### src/rtl/gpio_edge_pkg.sv
package gpio_edge_pkg;
  localparam int unsigned BUS_AW = 5;
  localparam int unsigned BUS_DW = 32;

  typedef enum logic [2:0] {
    WI_LEVEL = 3'd0,
    WI_OE    = 3'd1,
    WI_SET   = 3'd2,
    WI_CLR   = 3'd3,
    WI_RISE  = 3'd4,
    WI_FALL  = 3'd5,
    WI_EVENT = 3'd6,
    WI_ROUTE = 3'd7
  } word_idx_e;
endpackage

### src/rtl/gpio_sync.sv
module gpio_sync #(
  parameter int unsigned WIDTH = 28
) (
  input  logic             clk,
  input  logic             rst,
  input  logic [WIDTH-1:0] d,
  output logic [WIDTH-1:0] q
);
  logic [WIDTH-1:0] meta_q;

  always_ff @(posedge clk) begin
    if (rst) begin
      meta_q <= '0;
      q      <= '0;
    end else begin
      meta_q <= d;
      q      <= meta_q;
    end
  end
endmodule

### src/rtl/gpio_edge_cell.sv
module gpio_edge_cell (
  input  logic clk,
  input  logic rst,
  input  logic level,
  input  logic rise_en,
  input  logic fall_en,
  input  logic clr,
  output logic hit,
  output logic flag
);
  logic prev_q;

  // An edge is a difference between the synchronized level and its value one cycle earlier.
  assign hit = (rise_en & level & ~prev_q) | (fall_en & ~level & prev_q);

  always_ff @(posedge clk) begin
    if (rst) begin
      prev_q <= 1'b0;
      flag   <= 1'b0;
    end else begin
      prev_q <= level;
      // A new edge overrides a clear in the same cycle.
      flag   <= (flag & ~clr) | hit;
    end
  end
endmodule

### src/rtl/gpio_regs.sv
module gpio_regs
  import gpio_edge_pkg::*;
#(
  parameter int unsigned NPINS = 28
) (
  input  logic               clk,
  input  logic               rst,
  input  logic [BUS_AW-1:0]  bus_addr,
  input  logic               bus_wen,
  input  logic [BUS_DW-1:0]  bus_wdata,
  input  logic               bus_ren,
  output logic [BUS_DW-1:0]  bus_rdata,
  input  logic [NPINS-1:0]   level,
  input  logic [NPINS-1:0]   flags,
  output logic [NPINS-1:0]   oe_q,
  output logic [NPINS-1:0]   out_q,
  output logic [NPINS-1:0]   rise_q,
  output logic [NPINS-1:0]   fall_q,
  output logic [NPINS-1:0]   flag_clr
);
  localparam int unsigned PAD = BUS_DW - NPINS;

  logic [NPINS-1:0] route_q;
  word_idx_e        widx;
  logic             aligned;
  logic [NPINS-1:0] wpins;
  logic             w_oe, w_set, w_clr, w_rise, w_fall, w_evt, w_route;
  logic [NPINS-1:0] rd_mux;

  assign widx    = word_idx_e'(bus_addr[BUS_AW-1:2]);
  assign aligned = (bus_addr[1:0] == 2'b00);
  assign wpins   = bus_wdata[NPINS-1:0];

  assign w_oe    = bus_wen & aligned & (widx == WI_OE);
  assign w_set   = bus_wen & aligned & (widx == WI_SET);
  assign w_clr   = bus_wen & aligned & (widx == WI_CLR);
  assign w_rise  = bus_wen & aligned & (widx == WI_RISE);
  assign w_fall  = bus_wen & aligned & (widx == WI_FALL);
  assign w_evt   = bus_wen & aligned & (widx == WI_EVENT);
  assign w_route = bus_wen & aligned & (widx == WI_ROUTE);

  assign flag_clr = w_evt ? wpins : '0;

  always_ff @(posedge clk) begin
    if (rst) begin
      oe_q    <= '0;
      out_q   <= '0;
      rise_q  <= '0;
      fall_q  <= '0;
      route_q <= '0;
    end else begin
      if (w_oe)    oe_q    <= wpins;
      if (w_rise)  rise_q  <= wpins;
      if (w_fall)  fall_q  <= wpins;
      if (w_route) route_q <= wpins;
      // Set is applied after clear so it dominates.
      out_q <= (out_q & ~(w_clr ? wpins : '0)) | (w_set ? wpins : '0);
    end
  end

  always_comb begin
    unique case (widx)
      WI_LEVEL: rd_mux = level;
      WI_OE:    rd_mux = oe_q;
      WI_RISE:  rd_mux = rise_q;
      WI_FALL:  rd_mux = fall_q;
      WI_EVENT: rd_mux = flags;
      WI_ROUTE: rd_mux = route_q;
      default:  rd_mux = '0;
    endcase
  end

  always_ff @(posedge clk) begin
    if (rst) begin
      bus_rdata <= '0;
    end else if (bus_ren) begin
      bus_rdata <= aligned ? {{PAD{1'b0}}, rd_mux} : '0;
    end
  end
endmodule

### src/rtl/gpio_edge_ctrl.sv
module gpio_edge_ctrl
  import gpio_edge_pkg::*;
#(
  parameter int unsigned NPINS = 28,
  parameter int unsigned NDED  = 11
) (
  input  logic               clk,
  input  logic               rst,
  input  logic [BUS_AW-1:0]  bus_addr,
  input  logic               bus_wen,
  input  logic [BUS_DW-1:0]  bus_wdata,
  input  logic               bus_ren,
  output logic [BUS_DW-1:0]  bus_rdata,
  input  logic [NPINS-1:0]   pin_in,
  output logic [NPINS-1:0]   pin_out,
  output logic [NPINS-1:0]   pin_oe,
  output logic [NDED-1:0]    irq_pin,
  output logic               irq_shared
);
  logic [NPINS-1:0] level;
  logic [NPINS-1:0] flags;
  logic [NPINS-1:0] hits;
  logic [NPINS-1:0] rise_q, fall_q, flag_clr;
  logic [NPINS-1:0] flags_next;

  gpio_sync #(.WIDTH(NPINS)) u_sync (
    .clk(clk), .rst(rst), .d(pin_in), .q(level)
  );

  gpio_regs #(.NPINS(NPINS)) u_regs (
    .clk(clk), .rst(rst),
    .bus_addr(bus_addr), .bus_wen(bus_wen), .bus_wdata(bus_wdata),
    .bus_ren(bus_ren), .bus_rdata(bus_rdata),
    .level(level), .flags(flags),
    .oe_q(pin_oe), .out_q(pin_out),
    .rise_q(rise_q), .fall_q(fall_q), .flag_clr(flag_clr)
  );

  for (genvar p = 0; p < NPINS; p++) begin : g_pin
    gpio_edge_cell u_cell (
      .clk(clk), .rst(rst),
      .level(level[p]), .rise_en(rise_q[p]), .fall_en(fall_q[p]),
      .clr(flag_clr[p]), .hit(hits[p]), .flag(flags[p])
    );
  end

  // The interrupt lines are registered from the next flag value, so they stay in step with the flags.
  assign flags_next = (flags & ~flag_clr) | hits;

  always_ff @(posedge clk) begin
    if (rst) begin
      irq_pin    <= '0;
      irq_shared <= 1'b0;
    end else begin
      irq_pin    <= flags_next[NDED-1:0];
      irq_shared <= |flags_next[NPINS-1:NDED];
    end
  end
endmodule

### config.mk
export PLATFORM = sky130hd
export DESIGN_NAME = gpio_edge_ctrl
export DESIGN_NICKNAME = d
export VERILOG_FILES = /design/src/rtl/gpio_edge_pkg.sv /design/src/rtl/gpio_sync.sv /design/src/rtl/gpio_edge_cell.sv /design/src/rtl/gpio_regs.sv /design/src/rtl/gpio_edge_ctrl.sv
export SDC_FILE = /design/constraint.sdc
export NUM_CORES = 1
export LEC_CHECK = 0
export BUFFER_PORTS_ARGS = -buffer_cell sky130_fd_sc_hd__clkbuf_2
export CAP_MARGIN = 25
export CORE_UTILIZATION = 30
export DETAILED_ROUTE_END_ITERATION = 12
export PLACE_DENSITY = 0.48
export SETUP_SLACK_MARGIN = 0.4
export SLEW_MARGIN = 10
export SYNTH_ARGS = -nofsm -noshare
export SYNTH_HDL_FRONTEND = slang
export SYNTH_SLANG_ARGS = --single-unit
### constraint.sdc
create_clock -name clk -period 1.45 [get_ports clk]
set_clock_uncertainty 0.1 [all_clocks]
set_input_delay 0.145 -clock clk [delete_from_list [all_inputs] [get_ports clk]]
set_output_delay 0.145 -clock clk [all_outputs]
set_load 0.01 [all_outputs]
==> results.cfg <==
[setup_path]
critPathKind = reg2reg
worst-endpoint-required_ns = 1.73
critPathSlowestCell = or4_4
critical_path.max_fanout = 2
crit_path_end_kind = flip-flop
path_cells = nand3b_1 > o221ai_2 > or4_4 > nor4_2 > a41oi_1
critical_path_start = g_pin[26].u_cell.prev_q
crit_path_start_kind = flip-flop
crit_arrival_ns = 1.89
critPathMaxStageDelay_ns = 0.55
rr_worst_depth = 5
reg2reg_from = g_pin[26].u_cell.prev_q

[pwr]
pwr_density_cell_mw_per_mm2 = 963
power_mw = 18.6
vdd_drop_max_mv = 0.724
power_leakage_nw = 7.45

[yosys]
synth_edf_count = 0
yosys.area_share.xor_xnor = 0
synth.yosys.seq_area_share = 0.521
syn_inst = 1242
synth_adder_area_share = 0
synth-simple-area-share = 0.207
synth.yosys.warnings = 0
synth.area.mux_share = 0
avgSynthCellArea_um2 = 8.70
synth.lib_cells_used.distinct = 43
synth-seq-cells = 281
share_of_async_settable_or_async_resettable_flops_after_synthesis = 0
ys_dominant_reg_cell = dfxtp_1
synth.cell_area_mm2 = 0.0108
largest_family_of_logic_cells_by_synthesized_area = simple AND/OR/NAND/NOR gates
area_fraction_in_compound_gates_after_synthesis = 0.206

[placement]
place.port_buffers = 160
dp_hpwl_um = 24700
post_place_setup_slack_ns = -0.381
cell_area_after_placement_mm2 = 0.0131
routabilityCongestion = 0.798

[detailed_routing]
drt-initial-drc-count = 620
via_per_inst = 5.09
drc = 0
dr_total_vias = 10964
drt-wirelength-per-cell_um = 19.9
ant_nets = 0
detailedRoute.firstPassIterationCount = 5
totalWireLength_um = 42800

[die]
starting_density_of_the_core = 0.304
die_w_um = 192
placementRows = 69
die_height_um = 192
io_pins = 169
fp.dieArea_mm2 = 0.0368
core-area_mm2 = 0.0355

[worst_hold_path]
hp-class = in2reg
whs_path_depth = 3
worst_hold_startpoint = bus_wdata[22]

[clocking]
cts_tree = built
worstSkewPairLatency_ns = 0.52
cts.sink_count = 281
cts-htree-levels = 2
cts.root.buffer_cell = clkbuf_16
total_cts_buffers = 34
clock_path_buffers = 3
worst_setup_hold_path_clk_slew_ns = 0.06

[sta]
max_freq_mhz = 618
slew_hr = 0.592
timing.final.setup_violations = 1
final.min_clock_period_ns = 1.62
grt_setup_unrepaired = yes
hold_ws_ns = -0.0247
period_share = 1.12
slew_violations = 0
final_hold_viol_count = 2
totalNegativeSetupSlack_ns = -0.168
post-route-worst-setup-slack_ns = -0.168
transition_time_at_the_pin_with_the_least_slew_margin_ns = 0.612

[global_routing]
grt_max_degree = 55
antenna_found_initial = 1
grt.overflow.total = 0
globalRouteTotalUtil = 0.221
global_route_wire_length_before_repair_um = 61700
grt_pass1_vias = 10497

[final_layout]
layout.cells.most_common = nand2_1
n_fill_cell = 3100
most_frequent_cells_in_the_layout = 173 x nand2_1, 159 x dfxtp_1, 155 x buf_4
drive_gt1_frac = 0.572
area_growth_pct = 78.7
antenna_cells = 0
finalNetCount = 1736
design_area_mm2 = 0.0193

[outcome]
violations = hold timing, setup timing
run_status = complete, but fails checks

[job]
cap_violations = 0
layer usage:
| layer | share of wire | track usage |
|---|---|---|
| met5 | 0.00040 | 0 |
| met4 | 0.026 | 0.0580 |
| met3 | 0.056 | 0.0364 |
| met2 | 0.48 | 0.372 |
| met1 | 0.43 | 0.290 |
cell usage after synthesis (21+ instances only):
| master | number | share of area |
|---|---|---|
| dfxtp_1 | 281 | 0.52 |
| buf_4 | 25 | 0.017 |
| a21oi_1 | 195 | 0.090 |
| nor2b_1 | 85 | 0.049 |
| nand3b_1 | 28 | 0.019 |
| a31oi_1 | 28 | 0.016 |
| nand2_1 | 289 | 0.10 |
| nor2_1 | 51 | 0.018 |
| buf_2 | 22 | 0.010 |
| a311oi_1 | 21 | 0.017 |
| a22oi_1 | 82 | 0.057 |
| clkbuf_1 | 35 | 0.012 |
stage by stage:
stage | utilization | std cells
floorplan | - | 1245
global placement | 0.369 | 1902
detailed placement | 0.369 | 1902
CTS | 0.490 | 2120
global route | 0.544 | 2152
finish | 0.544 | 2152
final cells by class:
cell class | count | area, um2 | share of cell area
clock inverters | 8 | 140 | 0.00726
well taps | 461 | 577 | 0.0299
multi-input cells | 847 | 6490 | 0.336
inverters | 16 | 60.1 | 0.00311
repair buffers | 487 | 5160 | 0.267
clock buffers | 52 | 1070 | 0.0555
flip-flops and latches | 281 | 5810 | 0.301
critical path: cells and delay by family (launching register included):
family,cells,cell delay [ns]
AND/OR/NAND/NOR,3,0.81
AO/OA/AOI/OAI,2,0.26
flip-flops,1,0.32
logic make-up (layout without fill, tap and decap cells):
logic type,count (synthesis),after routing
and+or+nand+nor,482,482
AOI/OAI and AO/OA,361,361
DFF,281,281
buffers and inverters,117,563
other,1,4
path summary, 6_finish.rpt:
| check | end | slack (ns) |
|---|---|---|
| max | irq_shared | -0.17 |
| max reg2reg | irq_shared | -0.17 |
| min | g_pin[22].u_cell.flag | -0.02 |
| min reg2reg | u_sync.q[12] | 0.33 |
sequential cells by signal, indices dropped and copies added, names as in the netlist:
register,flops
u_regs.route_q,28
irq_pin,11
irq_shared,1
u_sync.meta_q,28
u_regs.bus_rdata,28
g_pin.u_cell.prev_q,28
u_regs.out_q,28
u_regs.oe_q,28
u_sync.q,28
u_regs.fall_q,28
g_pin.u_cell.flag,17
u_regs.rise_q,28
report_power, final:
group | leakage, nW | total (mW) | switching, mW | internal [mW]
clock network | 0.600 | 9.16 | 3.36 | 5.80
registers | 2.34 | 7.93 | 0.0849 | 7.84
logic | 4.51 | 1.51 | 0.817 | 0.695
repair_timing:
| item | CTS | global route |
|---|---|---|
| pin swaps | 85 | 125 |
| cloned | 10 | 6 |
| hold buffers | 57 | 5 |
| hold endpoints to repair | 177 | 13 |
| setup buffers | 91 | 24 |
| gates resized for setup | 396 | 443 |
| endpoints found under the setup margin | 238 | 256 |
(Power assumes the default switching activity.)
